## src/rtl/prio_res_pkg.sv

```systemverilog
package prio_res_pkg;
    localparam int LINES   = 8;
    localparam int LW      = $clog2(LINES);
    localparam int VEC_W   = 8;
    localparam int BASE_W  = VEC_W - LW;
    localparam int CASC_LN = 2;

    typedef struct packed {
        logic [LINES-1:0] isr;
        logic [LW-1:0]    off;
    } ctrl_state_t;
endpackage

```

## src/rtl/prio_scan.sv

```systemverilog
module prio_scan #(
    parameter int N = 8,
    localparam int W = $clog2(N)
) (
    input  logic [N-1:0] req_i,
    input  logic [W-1:0] off_i,
    output logic         hit_o,
    output logic [W-1:0] prio_o
);
    // rank p looks at line (p + off) mod N; N must be a power of two
    always_comb begin
        hit_o  = 1'b0;
        prio_o = '0;
        for (int p = N - 1; p >= 0; p--) begin
            if (req_i[off_i + W'(p)]) begin
                hit_o  = 1'b1;
                prio_o = W'(p);
            end
        end
    end
endmodule

```

## src/rtl/irq_ctrl_unit.sv

```systemverilog
module irq_ctrl_unit
    import prio_res_pkg::*;
#(
    parameter bit IS_MASTER = 1'b1
) (
    input  logic             clk,
    input  logic             rst_n,
    input  logic [LINES-1:0] pend_i,
    input  logic [LINES-1:0] mask_i,
    input  logic             aeoi_i,
    input  logic             rot_aeoi_i,
    input  logic             sfnm_i,
    input  logic             off_ld_i,
    input  logic [LW-1:0]    off_val_i,
    input  logic             eoi_i,
    input  logic [LW-1:0]    eoi_line_i,
    input  logic             ack_i,
    output logic             irq_o,
    output logic [LW-1:0]    line_o,
    output logic [LINES-1:0] isr_o,
    output logic [LW-1:0]    off_o
);
    ctrl_state_t st_d, st_q;

    logic [LINES-1:0] cand_vec, isr_view;
    logic             cand_hit, isr_hit;
    logic [LW-1:0]    cand_prio, isr_prio;

    assign cand_vec = pend_i & ~mask_i;

    generate
        if (IS_MASTER) begin : g_master_view
            always_comb begin
                isr_view = st_q.isr;
                if (sfnm_i) isr_view[CASC_LN] = 1'b0;
            end
        end else begin : g_slave_view
            logic unused_sfnm;
            assign unused_sfnm = sfnm_i;
            assign isr_view    = st_q.isr;
        end
    endgenerate

    prio_scan #(.N(LINES)) cand_scan_i (
        .req_i (cand_vec),
        .off_i (st_q.off),
        .hit_o (cand_hit),
        .prio_o(cand_prio)
    );

    prio_scan #(.N(LINES)) isr_scan_i (
        .req_i (isr_view),
        .off_i (st_q.off),
        .hit_o (isr_hit),
        .prio_o(isr_prio)
    );

    assign irq_o  = cand_hit && (!isr_hit || (cand_prio < isr_prio));
    assign line_o = cand_prio + st_q.off;
    assign isr_o  = st_q.isr;
    assign off_o  = st_q.off;

    always_comb begin
        st_d = st_q;
        if (eoi_i) st_d.isr[eoi_line_i] = 1'b0;
        if (ack_i && irq_o) begin
            if (aeoi_i) begin
                if (rot_aeoi_i) st_d.off = line_o + LW'(1);
            end else begin
                st_d.isr[line_o] = 1'b1;
            end
        end
        if (off_ld_i) st_d.off = off_val_i;
    end

    always_ff @(posedge clk or negedge rst_n) begin
        if (!rst_n) st_q <= '0;
        else        st_q <= st_d;
    end
endmodule

```

## src/rtl/cascade_prio_resolver.sv

```systemverilog
module cascade_prio_resolver
    import prio_res_pkg::*;
(
    input  logic                 clk,
    input  logic                 rst_n,
    input  logic [2*LINES-1:0]   pend_i,
    input  logic [2*LINES-1:0]   mask_i,
    input  logic [BASE_W-1:0]    base0_i,
    input  logic [BASE_W-1:0]    base1_i,
    input  logic [1:0]           aeoi_i,
    input  logic [1:0]           rot_aeoi_i,
    input  logic                 sfnm_i,
    input  logic [1:0]           off_ld_i,
    input  logic [LW-1:0]        off_val_i,
    input  logic [1:0]           eoi_i,
    input  logic [LW-1:0]        eoi_line_i,
    input  logic                 ack_i,
    output logic                 irq_o,
    output logic [VEC_W-1:0]     vector_o,
    output logic                 spurious_o,
    output logic [LINES-1:0]     m_isr_o,
    output logic [LINES-1:0]     s_isr_o,
    output logic [LW-1:0]        m_off_o,
    output logic [LW-1:0]        s_off_o
);
    logic             s_irq, m_irq, s_ack;
    logic [LW-1:0]    s_line, m_line;
    logic [LINES-1:0] m_pend;

    always_comb begin
        m_pend          = pend_i[LINES-1:0];
        m_pend[CASC_LN] = pend_i[CASC_LN] | s_irq;
    end

    assign s_ack = ack_i && m_irq && (m_line == LW'(CASC_LN));

    irq_ctrl_unit #(.IS_MASTER(1'b1)) master_i (
        .clk       (clk),
        .rst_n     (rst_n),
        .pend_i    (m_pend),
        .mask_i    (mask_i[LINES-1:0]),
        .aeoi_i    (aeoi_i[0]),
        .rot_aeoi_i(rot_aeoi_i[0]),
        .sfnm_i    (sfnm_i),
        .off_ld_i  (off_ld_i[0]),
        .off_val_i (off_val_i),
        .eoi_i     (eoi_i[0]),
        .eoi_line_i(eoi_line_i),
        .ack_i     (ack_i),
        .irq_o     (m_irq),
        .line_o    (m_line),
        .isr_o     (m_isr_o),
        .off_o     (m_off_o)
    );

    irq_ctrl_unit #(.IS_MASTER(1'b0)) slave_i (
        .clk       (clk),
        .rst_n     (rst_n),
        .pend_i    (pend_i[2*LINES-1:LINES]),
        .mask_i    (mask_i[2*LINES-1:LINES]),
        .aeoi_i    (aeoi_i[1]),
        .rot_aeoi_i(rot_aeoi_i[1]),
        .sfnm_i    (1'b0),
        .off_ld_i  (off_ld_i[1]),
        .off_val_i (off_val_i),
        .eoi_i     (eoi_i[1]),
        .eoi_line_i(eoi_line_i),
        .ack_i     (s_ack),
        .irq_o     (s_irq),
        .line_o    (s_line),
        .isr_o     (s_isr_o),
        .off_o     (s_off_o)
    );

    assign irq_o = m_irq;

    always_comb begin
        spurious_o = 1'b0;
        if (!m_irq) begin
            vector_o   = {base0_i, {LW{1'b1}}};
            spurious_o = 1'b1;
        end else if (m_line == LW'(CASC_LN)) begin
            if (s_irq) begin
                vector_o = {base1_i, s_line};
            end else begin
                vector_o   = {base1_i, {LW{1'b1}}};
                spurious_o = 1'b1;
            end
        end else begin
            vector_o = {base0_i, m_line};
        end
    end
endmodule

```

## config.mk

```make
export PLATFORM = sky130hd
export DESIGN_NAME = cascade_prio_resolver
export DESIGN_NICKNAME = d
export VERILOG_FILES = /design/src/rtl/prio_res_pkg.sv /design/src/rtl/prio_scan.sv /design/src/rtl/irq_ctrl_unit.sv /design/src/rtl/cascade_prio_resolver.sv
export SDC_FILE = /design/constraint.sdc
export NUM_CORES = 1
export LEC_CHECK = 0
export BUFFER_PORTS_ARGS = -buffer_cell sky130_fd_sc_hd__buf_2
export CAP_MARGIN = 30
export CORE_UTILIZATION = 58
export DETAILED_ROUTE_END_ITERATION = 8
export GPL_TIMING_DRIVEN = 0
export HOLD_SLACK_MARGIN = 0.12
export PLACE_DENSITY = 0.84
export SETUP_SLACK_MARGIN = 0.1
export SLEW_MARGIN = 10
export SYNTH_ARGS = -nofsm -noshare
export SYNTH_HDL_FRONTEND = slang
export SYNTH_HIERARCHICAL = 1
export SYNTH_SLANG_ARGS = --single-unit
export TNS_END_PERCENT = 5
```

## constraint.sdc

```tcl
create_clock -name clk -period 8.9 [get_ports clk]
set_input_delay 0.445 -clock clk [delete_from_list [all_inputs] [get_ports clk]]
set_output_delay 0.445 -clock clk [all_outputs]
set_load 0.01 [all_outputs]
```

After elaboration in Yosys (flattened, before gate mapping) --
Index checks and enable logic that the tools add are counted.
Storage, ports and cells: bits in registers 22, output and inout bits 32, input port bits 60
Operators by class: add/subtract/negate cells 18, multiplexer cells 153, eq/ne operators 1, bitwise gates (word level) 10, magnitude comparators 24, reductions and logical operators 20
Operators by type and width (count):
- 3-bit two-way mux | 39
- 1-bit binary-select mux with 3-bit select | 32
- 3-bit by 4-bit less-than comparator with 1-bit output (second input constant) | 19
- 1-bit two-way mux | 71
- 8-bit two-way mux | 6
- 8-bit bitwise AND | 4
- 3-bit adder (second input constant) | 8
- 8-bit NOT | 3
- 11-bit two-way mux | 2
- 8-bit bitwise OR | 2
- 3-bit by 1-bit adder with 3-bit output (second input constant) | 4
- 3-bit by 2-bit adder with 3-bit output (second input constant) | 4
- 2-bit nonzero test | 6
- 1-bit demux with 3-bit select | 3
- 3-bit by 1-bit >= comparator with 1-bit output (second input constant) | 3
- 1-bit logical AND | 8
- 3-bit adder | 2
- 3-bit less-than comparator | 2
- 3-bit AND reduction | 2
- 3-bit by 2-bit equality test with 1-bit output (second input constant) | 1
- 1-bit zero test | 2
- 1-bit logical OR | 2
- 1-bit bitwise OR | 1

Depth between registers and ports, before layout --
word-level depth 36, gate-level depth with buffers 35, depth with buffers taken out 32

By module --
The synthesis kept the hierarchy.
Modules (own cells, without submodules):
- prio_scan | area an instance 689.4 µm², seq. area each 0.0 µm², instances 4, cells each 67
- irq_ctrl_unit at master_i | area an instance 848.3 µm², seq. area each 275.3 µm², instances 1, cells each 87
- irq_ctrl_unit at slave_i | area an instance 789.5 µm², seq. area each 275.3 µm², instances 1, cells each 89
- cascade_prio_resolver | area an instance 180.2 µm², seq. area each 0.0 µm², instances 1, cells each 21

Least setup slack after synthesis --
OpenSTA, ideal clock, no wires.
kind register to register, start point reg slave_i.st_q (netlist bit slave_i/off_o[0]), end point reg slave_i.st_q (netlist bit slave_i/off_o[1]), cell stages (with the launch flop) 33, required time 8796 ps, data arrival time 7317 ps, path buffers 2, setup slack 1479 ps, cells stage by stage dfrtp_1 buf_6 inv_1 ha_1 mux4_1 mux2_2 nor2_1 nand3_1 o22ai_2 inv_1 ha_1 o21ai_0 inv_1 nand2_1 and2_1 or2_2 nor2b_1 mux4_1 mux2_2 nor2_1 mux2i_1 o21ai_1 inv_1 fa_1 xor2_1 xor2_1 inv_2 nor4bb_1 buf_4 and2_2 nand4_1 a2111o_1 o311ai_1
RTL lines:
- start: declaration | RTL line irq_ctrl_unit.sv:23 | ctrl_state_t st_d, st_q;
- start signal: assignment | RTL line irq_ctrl_unit.sv:78 | else st_q <= st_d;
- 3-bit adder | RTL line prio_scan.sv:15 | if (req_i[off_i + W'(p)]) begin
- 1-bit binary-select mux with 3-bit select | RTL line prio_scan.sv:15
- 1-bit two-way mux (implied by the code) | RTL line prio_scan.sv:15
- 3-bit two-way mux (7 in series) | RTL line prio_scan.sv:15
- 3-bit two-way mux * | RTL line prio_scan.sv:15
- named net slave_i.isr_prio[2] | RTL line irq_ctrl_unit.sv:27 | logic [LW-1:0] cand_prio, isr_prio;
- 3-bit less-than comparator * | RTL line irq_ctrl_unit.sv:58 | assign irq_o = cand_hit && (!isr_hit || (cand_prio < isr_prio));
- 1-bit logical OR * | RTL line irq_ctrl_unit.sv:58
- (+1 left out)
- named net s_irq | RTL line cascade_prio_resolver.sv:26 | logic s_irq, m_irq, s_ack;
- (+1 left out)
- named net m_pend[2] | RTL line cascade_prio_resolver.sv:28 | logic [LINES-1:0] m_pend;
- (+1 left out)
- named net master_i.cand_vec[2] | RTL line irq_ctrl_unit.sv:25 | logic [LINES-1:0] cand_vec, isr_view;
- (+10 left out)
- named net master_i.cand_prio[1] | RTL line irq_ctrl_unit.sv:27
- 3-bit adder * | RTL line irq_ctrl_unit.sv:59 | assign line_o = cand_prio + st_q.off;
- named net m_line[2] | RTL line cascade_prio_resolver.sv:27 | logic [LW-1:0] s_line, m_line;
- 3-bit by 2-bit equality test with 1-bit output * | RTL line cascade_prio_resolver.sv:35 | assign s_ack = ack_i && m_irq && (m_line == LW'(CASC_LN));
- 1-bit logical AND * | RTL line cascade_prio_resolver.sv:35
- named net s_ack | RTL line cascade_prio_resolver.sv:26
- 1-bit logical AND * | RTL line irq_ctrl_unit.sv:66 | if (ack_i && irq_o) begin
- 2-bit nonzero test (no line) *
- 3-bit AND reduction (no line) *
Mark *: on every way through the listed nets, which the timed path passes. The rest lies on a longest branch. The select of a mux whose other input is x is not followed. A chain may end at the register's enable or synchronous reset.

Final worst setup path --
start point reg slave_i.st_q (netlist bit slave_i/off_o[0]), end point out vector_o[4]
On the way: cells in the longest elaborated chain, start to end 30
Ends and longest elaborated chain:
- 3-bit adder | RTL line prio_scan.sv:15
- 1-bit binary-select mux with 3-bit select | RTL line prio_scan.sv:15
- 1-bit two-way mux (implied by the code) | RTL line prio_scan.sv:15
- 3-bit two-way mux (7 in series) | RTL line prio_scan.sv:15
- 3-bit two-way mux * | RTL line prio_scan.sv:15
- named net slave_i.isr_prio[2] | RTL line irq_ctrl_unit.sv:27
- 3-bit less-than comparator * | RTL line irq_ctrl_unit.sv:58
- 1-bit logical OR * | RTL line irq_ctrl_unit.sv:58
- (+1 left out)
- named net s_irq | RTL line cascade_prio_resolver.sv:26
- (+1 left out)
- named net m_pend[2] | RTL line cascade_prio_resolver.sv:28
- (+1 left out)
- named net master_i.cand_vec[2] | RTL line irq_ctrl_unit.sv:25
- (+2 left out)
- 3-bit two-way mux (7 in series) | RTL line prio_scan.sv:15
- 3-bit two-way mux * | RTL line prio_scan.sv:15
- named net master_i.cand_prio[1] | RTL line irq_ctrl_unit.sv:27
- 3-bit adder * | RTL line irq_ctrl_unit.sv:59
- named net m_line[2] | RTL line cascade_prio_resolver.sv:27
- 3-bit by 2-bit equality test with 1-bit output * | RTL line cascade_prio_resolver.sv:82 | end else if (m_line == LW'(CASC_LN)) begin
- 8-bit two-way mux * | RTL line cascade_prio_resolver.sv:82
- 8-bit two-way mux * | RTL line cascade_prio_resolver.sv:79 | if (!m_irq) begin
- end: declaration | RTL line cascade_prio_resolver.sv:19 | output logic [VEC_W-1:0] vector_o,
Marked as above.

==> summary.md <==
| Metric | Value |
|---|---|
| Worst r2r path cells | 33 |
| Total number of vias | roughly 4.3k |
| Fin nets | 643 |
| GRT Total Usage | 28.38% |
| Total Routed Length | 11.50 mm |
| HP Class | input port to async pin |
| Clock Path Buffers | 2 |
| Synthesized Nets | between 500 and 600 |
| Mapped Cells | ~460 |
| Clk root buf | clkbuf_8 |
| Total grt overflow | 0 |
| Slew @ Worst Pin | ~0.67 ns |
| Syn Area/Cell | around 10 um2 |
| DRC | 0 |
| Max Cap Viol | 0 |
| Reg2reg setup slack | just over 0.6 ns |
| Synthesized area | 4572 um2 |
| CP Class | flop to output port |
| Placed cell count | 656 |
| Clock buffer count from CTS | 3 |
| CTS sink count | 22 |
| Wire per inst | 17.27 um |
| Register area | 555.5 um2 |
| Min Tclk post-route | around 8.4 ns |
| Final setup violation count | 0 |
| I/O pins | 92 |
| Initial DRC Count | 194 |
| Final Non-Filler Cells | 666 |
| Number of routed nets with antenna violations | 0 |
| CTS tree | done |
| CORE AREA | 7687 um2 |
| # diodes | 0 |
| Worst path slowest cell | mux4_1 |
| Final period util | between 90% and 100% |
| Clock Latency Late Sink | 0.27 ns |
| Pins Over Slew Limit | 0 |
| R2R Path Start | slave_i/off_o[0]$_DFFE_PN0P_ |
| Critical Path Start Type | flop |
| Cell mode on critical path | inv_1 |
| Rel. slew slack | ~55% |
| Die area | 8242 um2 |
| Layout cell share with drive strength beyond 1 | 42.20% |
| Clk slew on worst S/H paths | roughly 0.090 ns |
| YS warnings | 6 |
| Pin count of the biggest net entering global routing | 23 |
| Vias per std cell | between 6 and 7 |
| Maximum clock frequency | around 120 MHz |
| Final-report hold violation count | 0 |
| Critical Path RT | 8.46 ns |
| Buf/Inv on CP | 8 |
| Status | complete, no violations |
| GP Congestion | 0.8918 |
| End of the worst register-to-register path | slave_i/isr_o[3]$_DFF_PN0_ |
| Worst Skew | ~0.0083 ns |
| CP endpoint kind | output port |
| Initial antenna violation count | 0 |
| Drt pass-1 iters | 5 |
| Synthesis-to-finish area growth | 15.87% |
| Hpwl dp | ~8.7 mm |
| Worst EP arrival | ~8.0 ns |
| CP peak stage delay | between 0.6 and 0.7 ns |
| Vias in the first global route | around 4.2k |
| CP max FO | 11 |
| # fillers | just under 600 |
| Multi-input gate area | approximately 3700 um2 |
| Global-route wire length before repair | 19.42 mm |
| Die W | approximately 91 um |
| I/O Buffers | 90 |
| Crit path max-delay family | multiplexers |
| Initial Utilization | slightly below 60% |
| CTS H-tree lvls | 1 |
| Chip height | just over 90 um |
| # rows | 32 |
| CTS hold repair buffers | 0 |
layer usage:
layer	GRT usage, %	wire length [um]	vias up
met5	0	0	-
met4	8.862	194	0
met3	3.872	787	18
met2	47.98	5623	214
met1	37.63	4896	2062
li1	-	-	1984
flip-flops by register name (all words and copies together), names as in the netlist:
signal,cells
slave_i/off_o,3
master_i/isr_o,8
master_i/off_o,3
slave_i/isr_o,8
repair_timing:
item,4_1_cts,5_1_grt
buffers inserted,0,6
setup endpoints to repair,0,19
gates resized for setup,0,8
metrics by stage:
step	setup slack (ns)	util [%]	TNS [ns]	instance area [um2]	hold WS (ns)
CTS	0.1182	67.92	0	5221	0.1404
detailed placement	0.4682	66.99	0	5150	0.4319
global route	-0.001809	68.91	-0.002258	5298	0.1610
global placement	0.7519	66.99	0	5150	0.4296
finish	0.4780	68.91	0	5298	0.1296
floorplan	1.479	-	0	4572	0.1494
worst max-delay path by stage:
stage / from / endpoint / slack, ns / depth (start not counted)
after detailed placement: slave_i/off_o[0]$_DFFE_PN0P_ / slave_i/isr_o[3]$_DFF_PN0_ / 0.47 / 33
final: slave_i/off_o[0]$_DFFE_PN0P_ / vector_o[4] / 0.48 / 30
after CTS: slave_i/off_o[0]$_DFFE_PN0P_ / vector_o[4] / 0.12 / 30
after floorplan: slave_i/off_o[0]$_DFFE_PN0P_ / slave_i/off_o[1]$_DFFE_PN0P_ / 1.48 / 32
after global placement: slave_i/off_o[0]$_DFFE_PN0P_ / slave_i/isr_o[7]$_DFF_PN0_ / 0.75 / 33
after global routing: slave_i/off_o[0]$_DFFE_PN0P_ / vector_o[7] / -0.002 / 30
cell type report:
cell class	count	area share (%)
multi-input combinational	384	70.36
sequential	22	10.49
timing repair buffer	96	9.353
buffer	25	3.708
tap	102	2.409
inverter	33	2.338
clock buffer	3	0.7794
clock inverter	1	0.5668
cell usage in the layout (no fill, tap or decap), types with 9 or more instances in the layout:
master and n:
buf_2 97, inv_1 31, mux4_2 28, nor2b_1 27
nand2_1 24, nor2_1 24, dfrtp_1 20, a21oi_1 19
mux2_4 17, mux2i_1 17, nand3_1 16, ha_1 16
or3b_2 16, buf_4 14, nor3_1 14, mux4_1 12
mux2_2 12, o21ai_0 11, xor2_1 9, o21ai_1 9
Power is left out: the tool's default activity adds up to more than one toggle a clock period on the data nets, which glitch-free logic cannot reach.
